File: config.mk
export PLATFORM = sky130hd
export DESIGN_NAME = nand_irq_status
export DESIGN_NICKNAME = d
export VERILOG_FILES = /design/src/rtl/nisu_pkg.sv /design/src/rtl/nisu_sampler.sv /design/src/rtl/nisu_latch.sv /design/src/rtl/nand_irq_status.sv
export SDC_FILE = /design/constraint.sdc
export NUM_CORES = 1
export LEC_CHECK = 0
export ABC_AREA = 0
export CORE_UTILIZATION = 38
export CTS_CLUSTER_SIZE = 20
export DETAILED_ROUTE_END_ITERATION = 12
export PLACE_DENSITY = 0.77
export SYNTH_ARGS = -nofsm -noshare
export SYNTH_HDL_FRONTEND = slang
export SYNTH_SLANG_ARGS = --single-unit
File: constraint.sdc
create_clock -name clk_i -period 1 [get_ports clk_i]
set_clock_uncertainty 0.1 [all_clocks]
set_input_delay 0.2 -clock clk_i [delete_from_list [all_inputs] [get_ports clk_i]]
set_output_delay 0.2 -clock clk_i [all_outputs]
set_load 0.1 [all_outputs]
File: src/rtl/nisu_pkg.sv
package nisu_pkg;
    localparam int NSRC    = 6;
    localparam int CNT_W   = 3;
    localparam int FIELD_W = 2;
    localparam int RAW_W   = NSRC + 1;

    // Sticky-word positions
    localparam int LB_WP   = 0;
    localparam int LB_ECC  = 1;
    localparam int LB_ERR  = 2;
    localparam int LB_FAIL = 3;
    localparam int LB_CTL  = 4;
    localparam int LB_NAND = 5;

    typedef struct packed {
        logic [NSRC-1:0]    src;
        logic [FIELD_W-1:0] cnt;
    } samp_t;

    typedef struct packed {
        logic [NSRC-1:0] lat;
        logic [NSRC-1:0] mask;
    } flag_t;
endpackage

File: src/rtl/nisu_sampler.sv
module nisu_sampler
    import nisu_pkg::*;
#(
    parameter int N  = NSRC,
    parameter int CW = CNT_W,
    parameter int FW = FIELD_W
) (
    input  logic          clk_i,
    input  logic          rst_ni,
    input  logic [N-1:0]  src_i,
    input  logic [CW-1:0] cnt_i,
    output logic [N-1:0]  src_q_o,
    output logic [FW-1:0] cnt_q_o,
    output logic [N-1:0]  rise_o
);
    localparam int CNT_MAX = 2 ** FW;

    typedef struct packed {
        logic [N-1:0]  src;
        logic [FW-1:0] cnt;
    } st_t;

    st_t st_d, st_q;

    always_comb begin
        st_d     = st_q;
        st_d.src = src_i;
        if (cnt_i == '0)
            st_d.cnt = '0;
        else if (int'(cnt_i) >= CNT_MAX)
            st_d.cnt = '1;
        else
            st_d.cnt = FW'(cnt_i - CW'(1));
    end

    always_ff @(posedge clk_i) begin
        if (!rst_ni) st_q <= '0;
        else         st_q <= st_d;
    end

    for (genvar i = 0; i < N; i++) begin : g_edge
        assign rise_o[i] = src_i[i] & ~st_q.src[i];
    end

    assign src_q_o = st_q.src;
    assign cnt_q_o = st_q.cnt;

    // the count field never exceeds the input count
    assert_cnt_bound_R3: assert property (@(posedge clk_i) disable iff (!rst_ni)
        1'b1 |=> (int'(cnt_q_o) <= int'($past(cnt_i))));
endmodule

File: src/rtl/nisu_latch.sv
module nisu_latch
    import nisu_pkg::*;
#(
    parameter int N = NSRC
) (
    input  logic         clk_i,
    input  logic         rst_ni,
    input  logic [N-1:0] rise_i,
    input  logic         rd_i,
    input  logic         mask_we_i,
    input  logic [N-1:0] mask_wdata_i,
    output logic [N-1:0] lat_o,
    output logic [N-1:0] mask_o,
    output logic         irq_o
);
    typedef struct packed {
        logic [N-1:0] lat;
        logic [N-1:0] mask;
    } st_t;

    st_t st_d, st_q;

    always_comb begin
        st_d = st_q;
        if (rd_i) st_d.lat = '0;
        st_d.lat = st_d.lat | rise_i;
        if (mask_we_i) st_d.mask = mask_wdata_i;
    end

    always_ff @(posedge clk_i) begin
        if (!rst_ni) st_q <= '0;
        else         st_q <= st_d;
    end

    assign lat_o  = st_q.lat;
    assign mask_o = st_q.mask;
    assign irq_o  = |(st_q.lat & st_q.mask);

    // every edge leaves its flag set, read or not
    assert_edge_sets_R4: assert property (@(posedge clk_i) disable iff (!rst_ni)
        (rise_i != '0) |=> ((lat_o & $past(rise_i)) == $past(rise_i)));

    // a read with no coinciding edge empties the word
    assert_read_clears_R5: assert property (@(posedge clk_i) disable iff (!rst_ni)
        (rd_i && rise_i == '0) |=> (lat_o == '0));

    // a flag only appears after an edge
    assert_no_spurious_R4: assert property (@(posedge clk_i) disable iff (!rst_ni)
        1'b1 |=> ((lat_o & ~$past(lat_o) & ~$past(rise_i)) == '0));

    // enable word loads on write, otherwise holds
    assert_mask_load_R8: assert property (@(posedge clk_i) disable iff (!rst_ni)
        mask_we_i |=> (mask_o == $past(mask_wdata_i)));
    assert_mask_hold_R8: assert property (@(posedge clk_i) disable iff (!rst_ni)
        !mask_we_i |=> $stable(mask_o));
endmodule

File: src/rtl/nand_irq_status.sv
module nand_irq_status
    import nisu_pkg::*;
(
    input  logic               clk_i,
    input  logic               rst_ni,
    input  logic               nand_rdy_i,
    input  logic               ctl_rdy_i,
    input  logic               ecc_rdy_i,
    input  logic               dec_err_i,
    input  logic               dec_fail_i,
    input  logic               wp_fault_i,
    input  logic [CNT_W-1:0]   corr_cnt_i,
    input  logic               stat_rd_i,
    input  logic               mask_we_i,
    input  logic [NSRC-1:0]    mask_wdata_i,
    output logic [NSRC-1:0]    irq_stat_o,
    output logic [RAW_W-1:0]   raw_stat_o,
    output logic [NSRC-1:0]    mask_o,
    output logic               irq_o,
    output logic               dev_ready_o
);
    logic [NSRC-1:0]    src_vec;
    logic [NSRC-1:0]    src_q;
    logic [NSRC-1:0]    rise;
    logic [FIELD_W-1:0] cnt_q;

    always_comb begin
        src_vec          = '0;
        src_vec[LB_WP]   = wp_fault_i;
        src_vec[LB_ECC]  = ecc_rdy_i;
        src_vec[LB_ERR]  = dec_err_i;
        src_vec[LB_FAIL] = dec_fail_i;
        src_vec[LB_CTL]  = ctl_rdy_i;
        src_vec[LB_NAND] = nand_rdy_i;
    end

    nisu_sampler #(.N(NSRC), .CW(CNT_W), .FW(FIELD_W)) u_samp (
        .clk_i   (clk_i),
        .rst_ni  (rst_ni),
        .src_i   (src_vec),
        .cnt_i   (corr_cnt_i),
        .src_q_o (src_q),
        .cnt_q_o (cnt_q),
        .rise_o  (rise)
    );

    nisu_latch #(.N(NSRC)) u_lat (
        .clk_i        (clk_i),
        .rst_ni       (rst_ni),
        .rise_i       (rise),
        .rd_i         (stat_rd_i),
        .mask_we_i    (mask_we_i),
        .mask_wdata_i (mask_wdata_i),
        .lat_o        (irq_stat_o),
        .mask_o       (mask_o),
        .irq_o        (irq_o)
    );

    // Raw word uses its own ordering
    assign raw_stat_o = {src_q[LB_FAIL], cnt_q, src_q[LB_ERR],
                         src_q[LB_ECC], src_q[LB_CTL], src_q[LB_NAND]};
    assign dev_ready_o = raw_stat_o[0] & raw_stat_o[1];

    // raw bits follow the source levels one edge later
    assert_raw_follows_R2: assert property (@(posedge clk_i) disable iff (!rst_ni)
        1'b1 |=> (raw_stat_o[0] == $past(nand_rdy_i) && raw_stat_o[1] == $past(ctl_rdy_i)
                  && raw_stat_o[6] == $past(dec_fail_i)));

    // ready needs both sampled ready levels
    assert_ready_both_R9: assert property (@(posedge clk_i) disable iff (!rst_ni)
        1'b1 |=> (dev_ready_o == ($past(nand_rdy_i) && $past(ctl_rdy_i))));

    // interrupt never raised with all enables closed
    assert_irq_masked_R7: assert property (@(posedge clk_i) disable iff (!rst_ni)
        (mask_o == '0) |-> !irq_o);
endmodule

==> results of run 1 <==
worst max-delay path, stage by stage (launching register included):
cell	delay (ps)
dfxtp_4	360
a22oi_2	250
nand3_4	110
buf_12	180
state kept, by name, indices dropped and copies added (netlist names):
name / cells
u_samp.src_q_o: 6
u_lat.mask_o: 6
u_lat.lat_o: 6
u_samp.cnt_q_o: 2
power breakdown:
| group | internal (mW) | switching [mW] |
|---|---|---|
| clock network | 0.140 | 0.231 |
| logic | 0.417 | 0.545 |
| registers | 0.840 | 0.0446 |
| total | 1.40 | 0.821 |
final timing paths:
| path | endpoint | cells after the start | slack, ps | startpoint |
|---|---|---|---|---|
| max reg2reg | u_lat.mask_o[2]$_SDFFE_PN0P_ | 4 | -60 | u_lat.mask_o[2]$_SDFFE_PN0P_ |
| max | irq_o | 3 | -510 | u_lat.lat_o[3]$_SDFF_PN0_ |
| min reg2reg | u_lat.lat_o[0]$_SDFF_PN0_ | 2 | 380 | u_samp.src_q_o[0]$_SDFF_PN0_ |
| min | u_samp.cnt_q_o[0]$_SDFF_PP0_ | 3 | 240 | corr_cnt_i[0] |
cell usage after synthesis, drive strengths merged:
cell type	n	share of area, %
dfxtp	20	51
nand2b	11	8.7
and2	7	5.5
buf	7	6.8
a21boi	6	5.7
mux2i	6	7.6
nor2b	6	4.7
a22oi	3	2.8
inv	2	0.95
nor2	2	0.95
o21a	2	1.9
clkbuf	1	0.63
ha	1	1.6
nand3	1	0.63
or2b	1	0.95
what timing repair did:
item	4_1_cts	5_1_grt
pin swaps	2	1
endpoints found under the setup margin	26	23
buffers inserted	2	11
gates resized for setup	23	11
hold endpoints to repair	0	0
cloned	0	0
stage by stage:
stage | setup TNS [ps] | instances | instance area, um^2 | hold slack [ps] | power [mW]
after global routing | -5530 | 159 | 1720 | 251 | 2.29
after global placement | -4560 | 150 | 1580 | 362 | 1.77
after CTS | -4920 | 155 | 1670 | 237 | 2.18
after floorplan | -291 | 76 | 870 | 222 | 1.40
after detailed placement | -5200 | 150 | 1580 | 362 | 1.78
final | -4890 | 159 | 1720 | 236 | 2.22
layer usage:
| layer | track usage (%) | share of wire, % | up-vias |
|---|---|---|---|
| met5 | 0 | 0 | - |
| met4 | 10.0 | 4.4 | 0 |
| met3 | 5.28 | 6.7 | 12 |
| met2 | 40.5 | 50 | 36 |
| met1 | 25.2 | 39 | 358 |
| li1 | - | - | 357 |
final cells by class:
class	count	share of cell area (%)
well taps	27	1.96
repair buffers	61	48.7
multi-input cells	46	21.3
flip-flops and latches	20	26.4
clock buffers	3	1.31
inverters	2	0.436
logic make-up after synthesis:
kind of cell	synth area share [%]
simple gates	21.5
flops	50.6
compound gates	10.4
buf+inv	8.37
mux	7.58
fa+ha+maj	1.58
==> flow_metrics.py, run 1 <==
metrics = {
    "floorplan": {
        "dieWidth_um": 47.7,
        "die_y_um": 47.7,
        "core-area_um2": 1960,
        "start_util_pct": 40.4,
        "dieArea_um2": 2270,
        "rows": 16,
        "ios": 40,
    },
    "timing": {
        "fin_crit_ps": 1510,
        "hold_viol_final": 0,
        "drv_slew": 0,
        "rsz0062_at_grt": "true",
        "worst_pin_slew_ps": 226,
        "period_share_pct": 151,
        "layout_setup_ws_ps": -505,
        "setup_viol": 23,
        "relSlewSlack_pct": 84.5,
        "fmax_ghz": 0.664,
    },
    "yosys": {
        "syn_inst": 76,
        "yosysWarnings": 0,
        "syn_nets": 96,
        "synth.yosys.seq_area_share_pct": 50.6,
        "syn_avg_cell_area_um2": 10.4,
        "synth.ff_latch_count": 20,
        "synthesis.area_um2": 792,
        "synth.distinct_cells": 17,
    },
    "placement": {
        "port_buffers": 39,
        "gp_congestion": 0.771,
        "dp_hpwl_um": 1500,
        "preCtsSetupSlack_ps": -395,
    },
    "grt": {
        "grtUsageTotal_pct": 22.5,
        "grt_max_degree": 21,
        "grt_first_pass_wirelength_um": 3380,
        "gr-total-overflow": 0,
        "antenna_found_initial": 0,
        "grt_pass1_vias": 699,
    },
    "clocking": {
        "cts_root_buf": "clkbuf_4",
        "cts-buffers-inserted": 3,
        "cts_tree": "done",
        "cts_max_path_buffers": 2,
        "htree_levels": 1,
        "cts_hold_buf": 0,
        "clkTransAtPathRegs_ps": 110,
        "cts_sinks": 20,
        "clk-insertion-delay-late_ps": 290,
    },
    "run_status": {
        "status": "complete, but fails checks",
        "violations": "negative setup slack",
    },
    "cells_and_area": {
        "n_fill_cell": 88,
        "utilization_pct": 87.8,
        "register_area_um2": 454,
        "layout-drive-gt1-share_pct": 54.5,
        "layout_commonest_cell": "buf_12",
        "layout_common_cells": "22 x buf_12, 17 x buf_6, 15 x clkdlybuf4s50_1",
        "fin_nets": 154,
        "syn2layout_area_growth_pct": 118,
        "antenna_cells": 0,
        "multi_input_area_um2": 367,
    },
    "drt": {
        "vias": 763,
        "avgViaCountPerCell": 4.80,
        "avgRoutedWirePerCell_um": 17.3,
        "drt_wl_total_um": 2750,
        "drtAntennaViolNets": 0,
        "drt_iter0_drc": 13,
        "drt_pass1_iterations": 4,
        "drc": 0,
    },
    "hold_path": {
        "hold_path.class": "in -> reg",
    },
    "power": {
        "ir_drop_mv": 1.19,
        "p_per_area_nw_per_um2": 1290,
        "leakage_nw": 0.740,
    },
    "worst_setup_path": {
        "required_ps": 700,
        "start_kind": "register",
        "end_kind": "primary output",
        "critPathMaxFanout": 2,
        "arrival_ps": 1210,
        "crit_type": "reg -> out",
    },
    "run": {
        "cap_violations": 0,
    },
}
Note: power is estimated with default switching activity, not from simulation.
==> run 2: changes to the inputs <==
Settings changed: SKIP_CTS_REPAIR_TIMING set to 1.
==> run 2 against run 1 <==
The run still ends with negative setup slack left; sequential power about the same; worst setup slack better by 49 ps; core utilization down 1.9 points; die area unchanged; combinational power down 4.1%; sequential share of layout area up 0.59 points; critical endpoint unchanged; largest cell class unchanged; largest power group unchanged; highest routed layer unchanged.
==> flow_metrics.py, run 2 (synthesis gave the netlist of run 1 again) <==
metrics = {
    "placement": {
        "gp_congestion": 0.771,
        "dp_hpwl_um": 1500,
        "preCtsSetupSlack_ps": -395,
        "port_buffers": 39,
    },
    "drt": {
        "vias": 690,
        "drtAntennaViolNets": 0,
        "avgRoutedWirePerCell_um": 13.6,
        "avgViaCountPerCell": 4.42,
        "drc": 0,
        "drt_iter0_drc": 9,
        "drt_wl_total_um": 2120,
        "drt_pass1_iterations": 4,
    },
    "floorplan": {
        "ios": 40,
        "start_util_pct": 40.4,
        "core-area_um2": 1960,
        "dieArea_um2": 2270,
        "die_y_um": 47.7,
        "dieWidth_um": 47.7,
        "rows": 16,
    },
    "run_status": {
        "status": "complete, but fails checks",
        "violations": "negative setup slack",
    },
    "worst_setup_path": {
        "required_ps": 700,
        "r2r-end": "u_lat.mask_o[4]$_SDFFE_PN0P_",
        "rrSetupSlack_ps": 30,
        "arrival_ps": 1160,
        "critPathSlowestCell": "dfxtp_4",
        "cp-startpoint": "u_lat.mask_o[1]$_SDFFE_PN0P_",
        "max_stage_delay_ps": 350,
        "crit_type": "reg -> out",
        "crit_end": "irq_o",
        "r2r-start": "u_lat.mask_o[4]$_SDFFE_PN0P_",
        "path_cells": "a22oi_2, nand3_4, buf_12",
        "cp_top_family": "flip-flops",
        "critPathMaxFanout": 2,
        "crit_cells": 3,
        "start_kind": "register",
        "end_kind": "primary output",
        "r2r_cells": 3,
        "critical_path_buf_inv_count": 1,
    },
    "cells_and_area": {
        "register_area_um2": 454,
        "fin_nets": 151,
        "multi_input_area_um2": 355,
        "antenna_cells": 0,
        "n_fill_cell": 106,
        "layout_common_cells": "22 x buf_12, 15 x clkdlybuf4s50_1, 13 x buf_6",
        "syn2layout_area_growth_pct": 113,
        "layout_commonest_cell": "buf_12",
        "layout-drive-gt1-share_pct": 51.9,
        "utilization_pct": 85.9,
    },
    "timing": {
        "rsz0062_at_grt": "true",
        "hold_viol_final": 0,
        "relSlewSlack_pct": 84.4,
        "setup_tns_ps": -4430,
        "setup_viol": 21,
        "period_share_pct": 146,
        "fin_crit_ps": 1460,
        "whs_ps": 137,
        "fmax_ghz": 0.687,
        "layout_setup_ws_ps": -456,
        "drv_slew": 0,
        "worst_pin_slew_ps": 228,
    },
    "grt": {
        "grt_first_pass_wirelength_um": 2860,
        "grtUsageTotal_pct": 18.7,
        "grt_max_degree": 21,
        "antenna_found_initial": 0,
        "gr-total-overflow": 0,
        "grt_pass1_vias": 678,
    },
    "power": {
        "leakage_nw": 0.738,
        "ir_drop_mv": 1.06,
        "p_per_area_nw_per_um2": 1290,
        "power_mw": 2.17,
    },
    "clocking": {
        "cts_max_path_buffers": 2,
        "cts_root_buf": "clkbuf_4",
        "clk-insertion-delay-late_ps": 280,
        "htree_levels": 1,
        "cts-buffers-inserted": 3,
        "clkTransAtPathRegs_ps": 110,
        "cts_sinks": 20,
        "cts_tree": "done",
    },
    "hold_path": {
        "hold_path.class": "in -> reg",
    },
    "run": {
        "cap_violations": 0,
    },
}
run 2: worst min path at each step:
stage / from / end / slack, ps / cells past startpoint
3_5_place_dp: u_samp.src_q_o[0]$_SDFF_PN0_ / u_lat.lat_o[0]$_SDFF_PN0_ / 360 / 2
2_1_floorplan: wp_fault_i / u_samp.src_q_o[0]$_SDFF_PN0_ / 220 / 1
3_3_place_gp: u_samp.src_q_o[0]$_SDFF_PN0_ / u_lat.lat_o[0]$_SDFF_PN0_ / 360 / 2
5_1_grt: corr_cnt_i[0] / u_samp.cnt_q_o[0]$_SDFF_PP0_ / 150 / 3
6_report: corr_cnt_i[0] / u_samp.cnt_q_o[0]$_SDFF_PP0_ / 140 / 3
4_1_cts: ctl_rdy_i / u_lat.lat_o[4]$_SDFF_PN0_ / 370 / 3
run 2: worst register-to-register path, delay by kind of cell, from the launching register on:
kind | cells | cell delay (ps)
multiplexers | 1 | 200
AND/OR/NAND/NOR | 1 | 80
flip-flops | 1 | 370
buffers and inverters | 1 | 120
run 2: cell type report:
cell class	count	share of cell area, %
Timing Repair Buffer	58	48.2
Sequential cell	20	26.9
Multi-Input combinational cell	46	21.1
Tap cell	27	2.00
Clock buffer	3	1.34
Inverter	2	0.445
run 2: stage by stage:
step | area (um^2) | cells
6_report | 1690 | 156
5_1_grt | 1690 | 156
4_1_cts | 1600 | 153
3_5_place_dp | 1580 | 150
3_3_place_gp | 1580 | 150
2_1_floorplan | 870 | 76
run 2: report_power, final:
group          switching [mW]  total, mW  internal (mW)
Clock                   0.223      0.363          0.140
Combinational           0.522      0.923          0.401
Sequential             0.0412      0.881          0.840
run 2: per-layer routing:
metal	part of all wire [%]	routed length [um]	GRT usage (%)
met5	0	0	0
met4	0.61	13	8.33
met2	52	1110	34.0
met1	42	888	20.7
met3	5.0	106	4.15
